==> config.mk <==
export PLATFORM = sky130hd
export DESIGN_NAME = soft_irq_pend
export DESIGN_NICKNAME = d
export VERILOG_FILES = /design/src/rtl/soft_irq_pkg.sv /design/src/rtl/soft_irq_decode.sv /design/src/rtl/soft_irq_store.sv /design/src/rtl/soft_irq_pend.sv
export SDC_FILE = /design/constraint.sdc
export NUM_CORES = 1
export LEC_CHECK = 0
export BUFFER_PORTS_ARGS = -buffer_cell sky130_fd_sc_hd__clkbuf_2
export CAP_MARGIN = 10
export CORE_MARGIN = 10
export CORE_UTILIZATION = 47
export DETAILED_ROUTE_END_ITERATION = 12
export GPL_ROUTABILITY_DRIVEN = 0
export PLACE_DENSITY = 0.77
export SKIP_CTS_REPAIR_TIMING = 1
export SLEW_MARGIN = 20
export SYNTH_ARGS = -nofsm -noshare
export SYNTH_HDL_FRONTEND = slang
export SYNTH_SLANG_ARGS = --single-unit
==> constraint.sdc <==
create_clock -name clk -period 1.5 [get_ports clk]
set_input_delay 0.15 -clock clk [delete_from_list [all_inputs] [get_ports clk]]
set_output_delay 0.15 -clock clk [all_outputs]
set_load 0.05 [all_outputs]
==> src/rtl/soft_irq_pkg.sv <==
package soft_irq_pkg;
  typedef enum logic [1:0] {
    WA_STATUS = 2'd0,
    WA_CLEAR  = 2'd1,
    WA_SET    = 2'd2
  } word_addr_e;
endpackage

==> src/rtl/soft_irq_decode.sv <==
module soft_irq_decode #(
  parameter int DATA_W = 32,
  parameter int ADDR_W = 4
) (
  input  logic              wr_en,
  input  logic [ADDR_W-1:0] addr,
  input  logic [DATA_W-1:0] wdata,
  output logic [DATA_W-1:0] set_bits,
  output logic [DATA_W-1:0] clr_bits,
  output logic              upd_req
);
  import soft_irq_pkg::*;
  localparam int HALF    = DATA_W / 2;
  localparam int ALIAS_B = HALF - 2;
  localparam logic [DATA_W-1:0] SOFT_MASK = {{(HALF-1){1'b1}}, {(HALF+1){1'b0}}};

  logic hit_set, hit_clr;
  logic [DATA_W-1:0] clr_raw;

  always_comb begin
    hit_set = wr_en && (addr == ADDR_W'(WA_SET));
    hit_clr = wr_en && (addr == ADDR_W'(WA_CLEAR));
    clr_raw = wdata;
    if (wdata[ALIAS_B]) clr_raw[DATA_W-1] = 1'b1;
    set_bits = hit_set ? (wdata & SOFT_MASK) : '0;
    clr_bits = hit_clr ? (clr_raw & SOFT_MASK) : '0;
    upd_req  = hit_set || hit_clr;
  end
endmodule

==> src/rtl/soft_irq_store.sv <==
module soft_irq_store #(
  parameter int DATA_W = 32,
  parameter int LVL_W  = 4
) (
  input  logic              clk,
  input  logic              rst,
  input  logic [DATA_W-1:0] set_bits,
  input  logic [DATA_W-1:0] clr_bits,
  input  logic              hw_stb,
  input  logic              hw_on,
  input  logic [LVL_W-1:0]  hw_lvl,
  output logic [DATA_W-1:0] pend_q,
  output logic [DATA_W-1:0] pend_d
);
  localparam int NLVL = 1 << LVL_W;

  logic [DATA_W-1:0] hw_set, hw_clr;

  for (genvar g = 0; g < DATA_W; g++) begin : g_hw
    if (g > 0 && g < NLVL) begin : g_lvl
      assign hw_set[g] = hw_stb && hw_on  && (hw_lvl == LVL_W'(g));
      assign hw_clr[g] = hw_stb && !hw_on && (hw_lvl == LVL_W'(g));
    end else begin : g_none
      assign hw_set[g] = 1'b0;
      assign hw_clr[g] = 1'b0;
    end
  end

  always_comb pend_d = ((pend_q | set_bits | hw_set) & ~(clr_bits | hw_clr));

  always_ff @(posedge clk) begin
    if (rst) pend_q <= '0;
    else     pend_q <= pend_d;
  end
endmodule

==> src/rtl/soft_irq_pend.sv <==
module soft_irq_pend #(
  parameter int DATA_W = 32,
  parameter int ADDR_W = 4,
  parameter int LVL_W  = 4
) (
  input  logic              clk,
  input  logic              rst,
  input  logic              reg_wr,
  input  logic              reg_rd,
  input  logic [ADDR_W-1:0] reg_addr,
  input  logic [DATA_W-1:0] reg_wdata,
  output logic [DATA_W-1:0] reg_rdata,
  input  logic              hw_stb,
  input  logic              hw_on,
  input  logic [LVL_W-1:0]  hw_lvl,
  output logic [DATA_W/2-1:0] soft_lvl,
  output logic              upd_pulse
);
  import soft_irq_pkg::*;
  localparam int HALF = DATA_W / 2;

  logic [DATA_W-1:0] set_bits, clr_bits, pend_q, pend_d;
  logic              upd_req;

  soft_irq_decode #(.DATA_W(DATA_W), .ADDR_W(ADDR_W)) u_dec (
    .wr_en(reg_wr), .addr(reg_addr), .wdata(reg_wdata),
    .set_bits(set_bits), .clr_bits(clr_bits), .upd_req(upd_req)
  );

  soft_irq_store #(.DATA_W(DATA_W), .LVL_W(LVL_W)) u_store (
    .clk(clk), .rst(rst), .set_bits(set_bits), .clr_bits(clr_bits),
    .hw_stb(hw_stb), .hw_on(hw_on), .hw_lvl(hw_lvl),
    .pend_q(pend_q), .pend_d(pend_d)
  );

  always_ff @(posedge clk) begin
    if (rst) begin
      reg_rdata <= '0;
      soft_lvl  <= '0;
      upd_pulse <= 1'b0;
    end else begin
      reg_rdata <= (reg_rd && reg_addr == ADDR_W'(WA_STATUS)) ? pend_q : '0;
      soft_lvl  <= {pend_d[DATA_W-1:HALF+1], 1'b0};
      upd_pulse <= upd_req;
    end
  end
endmodule

==> flow_metrics.py <==
metrics = {
    "status": {
        "status": "completed",
    },
    "clocking": {
        "numCtsBuffers": 9,
        "cts-htree-levels": 3,
        "path_clk_slew_ns": 0.07,
        "cts_tree": "built",
        "cts_root_buf": "clkbuf_8",
        "cts.path.max_buffers": 2,
        "clkSinkCount": 61,
        "clk_latency_ns": 0.33,
    },
    "sta": {
        "setup_tns_ns": 0,
        "slew_headroom": 0.4804,
        "setup_viol": 0,
        "max_freq_mhz": 842.7,
        "worst_pin_slew_ns": 0.7790,
        "rsz0062_at_grt": "false",
        "finClkSkew_ns": 0.003152,
        "hold_violations": 0,
        "finalCritPeriodShare": 0.7911,
        "drv_slew": 0,
        "fin_crit_ns": 1.187,
    },
    "synth": {
        "synth_common_cells": "dfxtp_1 (61), and2_2 (26), buf_4 (19)",
        "postSynthAreaPerCell_um2": 10.60,
        "yosysUniqueCellTypes": 26,
        "synth-edff-count": 0,
        "synthCells": 215,
        "synth_top_area_frac": 0.5360,
        "yosys.area.top_type": "dfxtp_1",
        "yosysMostFrequentCell": "dfxtp_1",
        "syn_area_um2": 2278,
        "synth_flop_cell": "dfxtp_1",
        "ys_async_sr_fraction": 0,
        "yosys_warnings": 0,
        "ys_ff_latch": 61,
        "ys_seq_area_frac": 0.5360,
        "yosys-top-cells-area": "dfxtp_1 (54%), and2_2 (8.6%), mux2i_1 (6.6%), buf_4 (6.3%), nand2b_1 (4.7%)",
    },
    "routing": {
        "vias": 1660,
        "antenna_left": 0,
        "via_per_inst": 4.650,
        "drc": 0,
        "wl_per_cell_um": 14.07,
        "drt-initial-drc-count": 87,
        "routed_wl_mm": 5.022,
        "drt-pass1-iter-count": 4,
    },
    "final_layout": {
        "multi_input_area_um2": 873.3,
        "fill_cells": 409,
        "area_delta_synth_final_pct": 27.35,
        "post-route-util": 0.6143,
        "fin_nets": 331,
        "insertedDiodeCount": 0,
        "seqCellArea_um2": 1221,
        "drive_gt1_frac": 0.4379,
        "finalInstanceArea_um2": 2902,
    },
    "global_route": {
        "grt_pass1_vias": 1602,
        "grt_pass1_wl_mm": 7.631,
        "grt_max_degree": 34,
        "antenna_found_initial": 0,
        "overflow": 0,
        "grt_util_all_layers": 0.1257,
    },
    "setup_path": {
        "cp_max_fo": 14,
        "arrival_ns": 1.36,
        "rrSetupSlack_ns": 0.76,
        "worst-setup-path-type": "in2reg",
        "crit_path_end_kind": "flip-flop",
        "worstPathRequired_ns": 1.68,
        "critPathLaunchType": "primary input",
    },
    "floorplan": {
        "die_h_um": 89.63,
        "pin_count": 95,
        "die_area_um2": 8033,
        "num_rows": 25,
        "start_util": 0.4824,
        "core_um2": 4723,
        "die_w_um": 89.63,
    },
    "place": {
        "portBuffers": 75,
        "post-dp-hpwl_mm": 3.648,
        "dpl-instance-area_um2": 2614,
    },
    "hold_path": {
        "min_path_type": "in2reg",
    },
    "pwr": {
        "peakVddDrop_mv": 0.7623,
        "power_density_nw_per_um2": 1243,
        "p_leak_nw": 1.363,
    },
    "run": {
        "drv_cap": 0,
    },
}
-- metal layers --
metal | global-route usage | vias to the layer above | part of all wire
met2 | 0.1887 | 54 | 0.47
li1 | - | 848 | -
met3 | 0.05505 | 6 | 0.097
met5 | 0 | - | 0
met1 | 0.1505 | 752 | 0.42
met4 | 0.06069 | 0 | 0.015
-- metrics by stage --
stage / hold WS [ns] / std cells / worst slack [ns] / total power, W
floorplan: 0.2470 / 217 / 0.2999 / 0.001791
global placement: 0.3473 / 337 / 0.06071 / 0.001855
CTS: -0.005488 / 353 / 0.3429 / 0.003626
finish: 0.009739 / 357 / 0.3134 / 0.003605
detailed placement: 0.3520 / 337 / 0.03331 / 0.001858
global route: 0.009303 / 357 / 0.2072 / 0.003747
-- logic make-up after synthesis --
| logic type | after synthesis | share of synthesized area |
|---|---|---|
| other | 1 | 0.001646 |
| buffers and inverters | 30 | 0.08402 |
| muxes | 15 | 0.06590 |
| AOI/OAI and AO/OA | 31 | 0.09335 |
| and+or+nand+nor | 77 | 0.2191 |
| DFF | 61 | 0.5360 |
-- power breakdown --
part           switching [W]  leakage (nW)  total, W  internal [W]
sequential        0.00000599         0.492   0.00164       0.00163
clock               0.000630         0.119   0.00177       0.00115
combinational       0.000119         0.753  0.000194     0.0000756
total               0.000754          1.36   0.00361       0.00285
-- final timing paths --
path | end | startpoint | cells past startpoint
min reg2reg | reg_rdata[14] | u_store.pend_q[14] | 1
max | soft_lvl[1] | reg_addr[0] | 4
min | soft_lvl[14] | reg_wdata[30] | 2
max reg2reg | soft_lvl[1] | soft_lvl[1] | 2
-- final cells by class --
cell class              count  share of cell area
multi-input cells         126              0.3010
clock inverters             6             0.03795
clock buffers              10             0.04743
flip-flops and latches     61              0.4209
repair buffers             87              0.1639
well taps                  67             0.02889
-- worst max-delay path, cell delays in order --
cell and delay, ns:
clkbuf_2 0.11, nor2b_1 0.24, and2_0 0.67, a211oi_1 0.19
-- flip-flops by register name, indices dropped and copies added, names as in the netlist --
signal,count
reg_rdata,30
soft_lvl,15
u_store.pend_q,15
upd_pulse,1
-- cells in the final DEF (no fill, tap or decap), drive strengths merged --
cell         Yosys  routed
clkbuf           8      85
dfxtp           61      61
and2            31      31
nand2b          17      17
mux2i           15      15
a31oi           14      14
a211oi          14      14
nand2           11      11
buf             22       8
nor2b            4       4
nand3            4       4
dlygate4sd3      0       4
conb             1       3
bufinv           0       3
nor2             2       2
and3b            2       2
o21ai            2       2
clkinvlp         0       2
nor3b            2       2
and3             1       1
or4b             1       1
nor3             1       1
o211a            1       1
nand4b           1       1
clkinv           0       1
Power figures use the tool's default switching activity.
